===== config.mk =====
export PLATFORM = sky130hd
export DESIGN_NAME = i2cf_regs
export DESIGN_NICKNAME = d
export VERILOG_FILES = /design/src/rtl/i2cf_pkg.sv /design/src/rtl/i2cf_fifo.sv /design/src/rtl/i2cf_irq.sv /design/src/rtl/i2cf_regs.sv
export SDC_FILE = /design/constraint.sdc
export NUM_CORES = 1
export LEC_CHECK = 0
export CAP_MARGIN = 20
export CORE_AREA = 2 2 181 183
export CTS_CLUSTER_SIZE = 20
export DETAILED_ROUTE_END_ITERATION = 7
export DIE_AREA = 0 0 183 185
export PLACE_DENSITY = 0.78
export SLEW_MARGIN = 20
export SYNTH_ARGS = -nofsm -noshare
export SYNTH_HDL_FRONTEND = slang
export SYNTH_HIERARCHICAL = 1
export SYNTH_SLANG_ARGS = --single-unit

===== constraint.sdc =====
create_clock -name clk -period 6.2 [get_ports clk]
set_input_delay 1.24 -clock clk [delete_from_list [all_inputs] [get_ports clk]]
set_output_delay 1.24 -clock clk [all_outputs]
set_load 0.05 [all_outputs]

===== src/rtl/i2cf_pkg.sv =====
package i2cf_pkg;
   // word indices inside the register window
   localparam logic [4:0] W_CTRL  = 5'd0;
   localparam logic [4:0] W_DATA  = 5'd1;
   localparam logic [4:0] W_SLV   = 5'd3;
   localparam logic [4:0] W_CYC   = 5'd4;
   localparam logic [4:0] W_LOW   = 5'd5;
   localparam logic [4:0] W_RSU   = 5'd6;
   localparam logic [4:0] W_DSU   = 5'd7;
   localparam logic [4:0] W_IST   = 5'd8;
   localparam logic [4:0] W_IEN   = 5'd9;
   localparam logic [4:0] W_ICL   = 5'd10;
   localparam logic [4:0] W_STAT  = 5'd11;
   localparam logic [4:0] W_RST   = 5'd13;
   localparam logic [4:0] W_BMON  = 5'd14;
   localparam logic [4:0] W_NOISE = 5'd15;
   localparam logic [4:0] W_TXC   = 5'd16;
   localparam logic [4:0] W_RXC   = 5'd17;
   localparam logic [4:0] W_TXM   = 5'd18;
   localparam logic [4:0] W_RXM   = 5'd19;
   localparam logic [4:0] W_BRST  = 5'd20;

   // interrupt flag positions
   localparam int IRQ_TXE  = 9;
   localparam int IRQ_RXC  = 4;
   localparam int IRQ_NACK = 2;
   localparam int IRQ_ARB  = 1;
   localparam logic [31:0] IRQ_MASK = 32'h0000_0216;
endpackage


===== src/rtl/i2cf_fifo.sv =====
module i2cf_fifo #(
   parameter int W     = 8,
   parameter int DEPTH = 8,
   localparam int CW   = $clog2(DEPTH + 1)
) (
   input  logic          clk,
   input  logic          rst_n,
   input  logic          flush,
   input  logic          push,
   input  logic [W-1:0]  wdata,
   input  logic          pop,
   output logic [W-1:0]  rdata,
   output logic          full,
   output logic          empty
);
   logic [CW-1:0] cnt_q;
   logic          do_push, do_pop;

   generate
      if (DEPTH < 1 || (DEPTH > 1 && (DEPTH & (DEPTH - 1)) != 0)) begin : g_bad_depth
         $error("i2cf_fifo: DEPTH must be 1 or a power of two");
      end
   endgenerate

   assign full    = (cnt_q == CW'(DEPTH));
   assign empty   = (cnt_q == '0);
   assign do_push = push && !full && !flush;
   assign do_pop  = pop && !empty && !flush;

   always_ff @(posedge clk or negedge rst_n) begin
      if (!rst_n)     cnt_q <= '0;
      else if (flush) cnt_q <= '0;
      else            cnt_q <= cnt_q + CW'(do_push) - CW'(do_pop);
   end

   generate
      if (DEPTH == 1) begin : g_single
         logic [W-1:0] d_q;
         always_ff @(posedge clk or negedge rst_n) begin
            if (!rst_n)       d_q <= '0;
            else if (do_push) d_q <= wdata;
         end
         assign rdata = d_q;
      end else begin : g_ring
         localparam int PW = $clog2(DEPTH);
         logic [W-1:0]  mem_q [DEPTH];
         logic [PW-1:0] rp_q, wp_q;
         always_ff @(posedge clk or negedge rst_n) begin
            if (!rst_n) begin
               rp_q <= '0;
               wp_q <= '0;
            end else if (flush) begin
               rp_q <= '0;
               wp_q <= '0;
            end else begin
               if (do_push) wp_q <= wp_q + PW'(1);
               if (do_pop)  rp_q <= rp_q + PW'(1);
            end
         end
         always_ff @(posedge clk) begin
            if (do_push) mem_q[wp_q] <= wdata;
         end
         assign rdata = mem_q[rp_q];
      end
   endgenerate

   AST_FIFO_FULL_DROP: assert property (@(posedge clk) disable iff (!rst_n)
      (push && full && !pop && !flush) |=> full);
   AST_FIFO_EMPTY_POP: assert property (@(posedge clk) disable iff (!rst_n)
      (pop && empty && !push && !flush) |=> empty);
endmodule


===== src/rtl/i2cf_irq.sv =====
module i2cf_irq
   import i2cf_pkg::*;
(
   input  logic        clk,
   input  logic        rst_n,
   input  logic [31:0] set_i,
   input  logic [31:0] clr_i,
   input  logic [31:0] en_i,
   output logic [31:0] st_o,
   output logic        irq_o
);
   logic [31:0] st_q;

   always_ff @(posedge clk or negedge rst_n) begin
      if (!rst_n) st_q <= '0;
      else        st_q <= ((st_q & ~clr_i) | set_i) & IRQ_MASK;
   end

   assign st_o  = st_q;
   assign irq_o = |(st_q & en_i);

   AST_IRQ_STICKY: assert property (@(posedge clk) disable iff (!rst_n)
      1'b1 |=> ((st_q & $past(st_q & ~clr_i)) == $past(st_q & ~clr_i)));
   AST_IRQ_SET_WINS: assert property (@(posedge clk) disable iff (!rst_n)
      1'b1 |=> ((st_q & $past(set_i & IRQ_MASK)) == $past(set_i & IRQ_MASK)));
endmodule


===== src/rtl/i2cf_regs.sv =====
module i2cf_regs
   import i2cf_pkg::*;
#(
   parameter int FIFO_DEPTH = 8,
   parameter int TIMW       = 16,
   parameter int CNTW       = 16,
   parameter int SLVW       = 10
) (
   input  logic            clk,
   input  logic            rst_n,
   input  logic [4:0]      bus_addr,
   input  logic            bus_wr,
   input  logic            bus_rd,
   input  logic [31:0]     bus_wdata,
   output logic [31:0]     bus_rdata,
   output logic            irq_o,
   output logic            eng_tx_valid,
   output logic [8:0]      eng_tx_data,
   input  logic            eng_tx_take,
   input  logic            eng_rx_push,
   input  logic [7:0]      eng_rx_data,
   input  logic            eng_start,
   input  logic            eng_active,
   input  logic            eng_no_ack,
   input  logic            eng_arb_lost,
   input  logic            eng_dev_busy,
   input  logic            eng_bus_busy,
   input  logic [3:0]      eng_bus_mon,
   output logic            eng_rst_req,
   input  logic            eng_rst_ack,
   output logic [3:0]      cfg_ctrl,
   output logic [SLVW-1:0] cfg_slave,
   output logic [TIMW-1:0] cfg_cycle,
   output logic [TIMW-1:0] cfg_low,
   output logic [TIMW-1:0] cfg_rs_setup,
   output logic [TIMW-1:0] cfg_dat_setup,
   output logic [7:0]      cfg_noise,
   output logic [CNTW-1:0] cfg_tx_count,
   output logic [CNTW-1:0] cfg_rx_count,
   output logic [1:0]      cfg_busrst
);
   generate
      if (TIMW < 1 || TIMW > 32 || CNTW < 1 || CNTW > 32 || SLVW < 1 || SLVW > 32) begin : g_bad_width
         $error("i2cf_regs: register widths must lie in 1..32");
      end
   endgenerate

   logic [3:0]      ctrl_q;
   logic [SLVW-1:0] slv_q;
   logic [TIMW-1:0] cyc_q, low_q, rsu_q, dsu_q;
   logic [7:0]      noise_q;
   logic [CNTW-1:0] txc_q, rxc_q, tx_mon_q, rx_mon_q;
   logic [1:0]      brst_q;
   logic [31:0]     ien_q, ist, ev_set, ev_clr, rd_mux;
   logic            rst_pend_q, tx_empty_q;
   logic            tx_full, tx_empty, rx_full, rx_empty;
   logic            tx_flush, rx_flush, tx_push, rx_pop, tx_taken, rb_hit;
   logic [7:0]      rx_head;

   assign tx_push  = bus_wr && (bus_addr == W_DATA);
   assign rx_pop   = bus_rd && (bus_addr == W_DATA);
   assign tx_flush = bus_wr && (bus_addr == W_RST) && bus_wdata[2];
   assign rx_flush = bus_wr && (bus_addr == W_RST) && bus_wdata[1];
   assign tx_taken = eng_tx_take && !tx_empty;

   i2cf_fifo #(.W(9), .DEPTH(FIFO_DEPTH)) u_txq (
      .clk(clk), .rst_n(rst_n), .flush(tx_flush),
      .push(tx_push), .wdata(bus_wdata[8:0]),
      .pop(eng_tx_take), .rdata(eng_tx_data),
      .full(tx_full), .empty(tx_empty));

   i2cf_fifo #(.W(8), .DEPTH(FIFO_DEPTH)) u_rxq (
      .clk(clk), .rst_n(rst_n), .flush(rx_flush),
      .push(eng_rx_push), .wdata(eng_rx_data),
      .pop(rx_pop), .rdata(rx_head),
      .full(rx_full), .empty(rx_empty));

   assign eng_tx_valid = !tx_empty;

   // configuration and bookkeeping registers
   always_ff @(posedge clk or negedge rst_n) begin
      if (!rst_n) begin
         ctrl_q <= '0; slv_q <= '0; cyc_q <= '0; low_q <= '0;
         rsu_q <= '0; dsu_q <= '0; noise_q <= '0; txc_q <= '0;
         rxc_q <= '0; brst_q <= '0; ien_q <= '0;
         rst_pend_q <= 1'b0; tx_mon_q <= '0; rx_mon_q <= '0;
         tx_empty_q <= 1'b1;
      end else begin
         if (bus_wr) begin
            case (bus_addr)
               W_CTRL:  ctrl_q  <= bus_wdata[3:0];
               W_SLV:   slv_q   <= bus_wdata[SLVW-1:0];
               W_CYC:   cyc_q   <= bus_wdata[TIMW-1:0];
               W_LOW:   low_q   <= bus_wdata[TIMW-1:0];
               W_RSU:   rsu_q   <= bus_wdata[TIMW-1:0];
               W_DSU:   dsu_q   <= bus_wdata[TIMW-1:0];
               W_IEN:   ien_q   <= bus_wdata & IRQ_MASK;
               W_NOISE: noise_q <= bus_wdata[7:0];
               W_TXC:   txc_q   <= bus_wdata[CNTW-1:0];
               W_RXC:   rxc_q   <= bus_wdata[CNTW-1:0];
               W_BRST:  brst_q  <= bus_wdata[1:0];
               default: ;
            endcase
         end
         if (bus_wr && (bus_addr == W_RST) && bus_wdata[0]) rst_pend_q <= 1'b1;
         else if (eng_rst_ack)                              rst_pend_q <= 1'b0;
         if (eng_start) begin
            tx_mon_q <= '0;
            rx_mon_q <= '0;
         end else begin
            if (tx_taken)    tx_mon_q <= tx_mon_q + CNTW'(1);
            if (eng_rx_push) rx_mon_q <= rx_mon_q + CNTW'(1);
         end
         tx_empty_q <= tx_empty;
      end
   end

   assign rb_hit = eng_rx_push && !eng_start &&
                   ((rxc_q == '0) || ((rx_mon_q + CNTW'(1)) == rxc_q));

   always_comb begin
      ev_set           = '0;
      ev_set[IRQ_TXE]  = eng_active && tx_empty && !tx_empty_q;
      ev_set[IRQ_RXC]  = rb_hit;
      ev_set[IRQ_NACK] = eng_no_ack;
      ev_set[IRQ_ARB]  = eng_arb_lost;
      ev_clr           = (bus_wr && (bus_addr == W_ICL)) ? bus_wdata : '0;
   end

   i2cf_irq u_irq (
      .clk(clk), .rst_n(rst_n), .set_i(ev_set), .clr_i(ev_clr),
      .en_i(ien_q), .st_o(ist), .irq_o(irq_o));

   always_comb begin
      case (bus_addr)
         W_CTRL:  rd_mux = 32'(ctrl_q);
         W_DATA:  rd_mux = rx_empty ? 32'h0 : 32'(rx_head);
         W_SLV:   rd_mux = 32'(slv_q);
         W_CYC:   rd_mux = 32'(cyc_q);
         W_LOW:   rd_mux = 32'(low_q);
         W_RSU:   rd_mux = 32'(rsu_q);
         W_DSU:   rd_mux = 32'(dsu_q);
         W_IST:   rd_mux = ist;
         W_IEN:   rd_mux = ien_q;
         W_STAT:  rd_mux = {19'd0, eng_dev_busy, 3'd0, eng_bus_busy, 4'd0,
                             rx_full, !rx_empty, !tx_full, tx_empty};
         W_RST:   rd_mux = {31'd0, rst_pend_q};
         W_BMON:  rd_mux = 32'(eng_bus_mon);
         W_NOISE: rd_mux = 32'(noise_q);
         W_TXC:   rd_mux = 32'(txc_q);
         W_RXC:   rd_mux = 32'(rxc_q);
         W_TXM:   rd_mux = 32'(tx_mon_q);
         W_RXM:   rd_mux = 32'(rx_mon_q);
         W_BRST:  rd_mux = 32'(brst_q);
         default: rd_mux = 32'h0;
      endcase
   end

   always_ff @(posedge clk or negedge rst_n) begin
      if (!rst_n)      bus_rdata <= '0;
      else if (bus_rd) bus_rdata <= rd_mux;
   end

   assign eng_rst_req   = rst_pend_q;
   assign cfg_ctrl      = ctrl_q;
   assign cfg_slave     = slv_q;
   assign cfg_cycle     = cyc_q;
   assign cfg_low       = low_q;
   assign cfg_rs_setup  = rsu_q;
   assign cfg_dat_setup = dsu_q;
   assign cfg_noise     = noise_q;
   assign cfg_tx_count  = txc_q;
   assign cfg_rx_count  = rxc_q;
   assign cfg_busrst    = brst_q;

   AST_RST_REQ_HOLD: assert property (@(posedge clk) disable iff (!rst_n)
      (eng_rst_req && !eng_rst_ack) |=> eng_rst_req);
   AST_EMPTY_READ_ZERO: assert property (@(posedge clk) disable iff (!rst_n)
      (bus_rd && (bus_addr == W_DATA) && rx_empty) |=> (bus_rdata == 32'h0));
   AST_MON_CLEAR: assert property (@(posedge clk) disable iff (!rst_n)
      eng_start |=> ((tx_mon_q == '0) && (rx_mon_q == '0)));
   AST_NACK_IRQ: assert property (@(posedge clk) disable iff (!rst_n)
      (eng_no_ack && ien_q[IRQ_NACK]) |=> irq_o);
   AST_RDATA_HOLD: assert property (@(posedge clk) disable iff (!rst_n)
      !bus_rd |=> $stable(bus_rdata));
endmodule


==> results.yml <==
run_status:
  status: "finished, final reports clean"
floorplan:
  rows: 66
  chipHeight_um: 185
  start_util: 0.508
  coreArea_um2: 32000
  die_x_um: 183
  num_io_pins: 226
  dieArea_um2: 33900
drt:
  vias_per_cell: 6.17
  ant_nets: 0
  drc: 0
  num_vias: 11300
  drt-total-wl_mm: 46.0
  avgRoutedWirePerCell_um: 25.2
  drtIter0Drc: 1394
  first_pass_iters: 6
clock_tree:
  cts-resized-gates: 0
  cts_setup_buffers: 0
  cts_tree: "yes"
  clockBufferDepth: 3
  cts_num_sinks: 350
  cts_max_level: 2
  cts_buffers: 37
  cts_hold_buf: 0
  clk_pin_slew_worst_paths_ps: 60
  root_buffer: "clkbuf_16"
  clock_latency_ps: 520
layout:
  final_nets: 1472
  layout_common_cells: "213 x dfrtp_1, 208 x clkdlybuf4s50_1, 144 x mux2_2"
  n_antenna_cell: 0
  area_growth_pct: 21.5
  mostFrequentLayoutCell: "dfrtp_1"
  layout-drive-gt1-share: 0.176
sta:
  finClkSkew_ps: 17.1
  holdWs_ps: 487
  relSlewSlack: 0.278
  tns_ps: 0
  drv_slew: 0
  postLayoutSetupSlackWorst_ps: 1690
  setup_viol: 0
  finalCritPeriodShare: 0.727
  timing.final.hold_violations: 0
  fmax_mhz: 222
  post-route-min-period_ps: 4510
  worstMarginPinSlew_ps: 1080
  rsz0062_at_grt: "false"
critical_path:
  cp-start-kind: "register"
  crit_fanout: 21
  cp_data_arrival_time_ps: 3270
  endpoint_kind: "output port"
  critPathRequiredTime_ps: 4960
  crit_type: "register to output port"
yosys:
  synth_cells: 1185
  syn_avg_cell_area_um2: 13.7
  synth_area_um2: 16300
  yosys_warnings: 6
placement:
  io_buffers: 209
  gp_congestion: 0.959
  place_ws_ps: 1290
  hpwlAfterDp_mm: 31.7
power:
  power_density_nw_per_um2: 378
  p_leak_uw: 0.00793
  power.total_uw: 7490
  vdd_drop_max_v: 0.000274
job:
  cap_violations: 0
worst_hold_path:
  hp-class: "register to register"
global_routing:
  overflow: 0
  antenna_found_initial: 0
  grt_max_degree: 96
  grt.total_usage: 0.271
  grt_pass1_vias: 11200
  grt_pass1_wl_mm: 68.9
## metrics by stage
stage | cells | util | area [µm²]
6_report | 1824 | 0.617 | 19800
5_1_grt | 1824 | 0.617 | 19800
3_5_place_dp | 1758 | 0.580 | 18600
4_1_cts | 1823 | 0.617 | 19800
3_3_place_gp | 1758 | 0.580 | 18600
2_1_floorplan | 1212 | - | 16400
## metal layers
layer,track usage,share of wire,vias up
met5,0,0,-
met4,0.0880,0.031,0
met3,0.0606,0.096,102
met2,0.436,0.47,612
met1,0.367,0.40,5698
li1,-,-,4840
## worst max-delay path, cell delays in order, from the launching register on
cell	delay [ps]
dfrtp_1	1050
mux4_1	690
mux2_2	290
clkdlybuf4s50_1	710
## final cells by class
cell class	count	area (µm²)
clock inverter	12	114
tap	408	510
multi-input combinational	743	6280
clock buffer	53	1060
inverter	23	86.3
fill	2430	12300
timing repair buffer	235	2290
sequential	350	9440
## power breakdown
| part | total (µW) | switching [µW] | internal [µW] |
|---|---|---|---|
| logic | 2250 | 1330 | 916 |
| clock network | 2150 | 881 | 1270 |
| registers | 3090 | 378 | 2710 |
| total | 7490 | 2590 | 4890 |
## registers in the layout (all words and copies together) (netlist names), 8 cells and up
register	flops
u_txq/g_ring.mem_q	72
cfg_low	16
cfg_tx_count	16
cfg_rs_setup	16
tx_mon_q	16
bus_rdata	32
rx_mon_q	16
cfg_noise	8
u_rxq/g_ring.mem_q	64
cfg_rx_count	16
cfg_slave	10
cfg_cycle	16
cfg_dat_setup	16
## final timing paths
path | to | cells past startpoint | from | slack, ps
max | eng_tx_data[1] | 3 | u_txq/g_ring.rp_q[0] | 1690
min | bus_rdata[15] | 1 | bus_rdata[15] | 490
max reg2reg | u_rxq/cnt_q[2] | 11 | u_rxq/cnt_q[2] | 3210
min reg2reg | bus_rdata[15] | 1 | bus_rdata[15] | 490
max in group asynchronous | cfg_low[7] | 2 | rst_n | 4140
min in group asynchronous | cfg_dat_setup[4] | 1 | rst_n | 750
(Power assumes the default switching activity.)
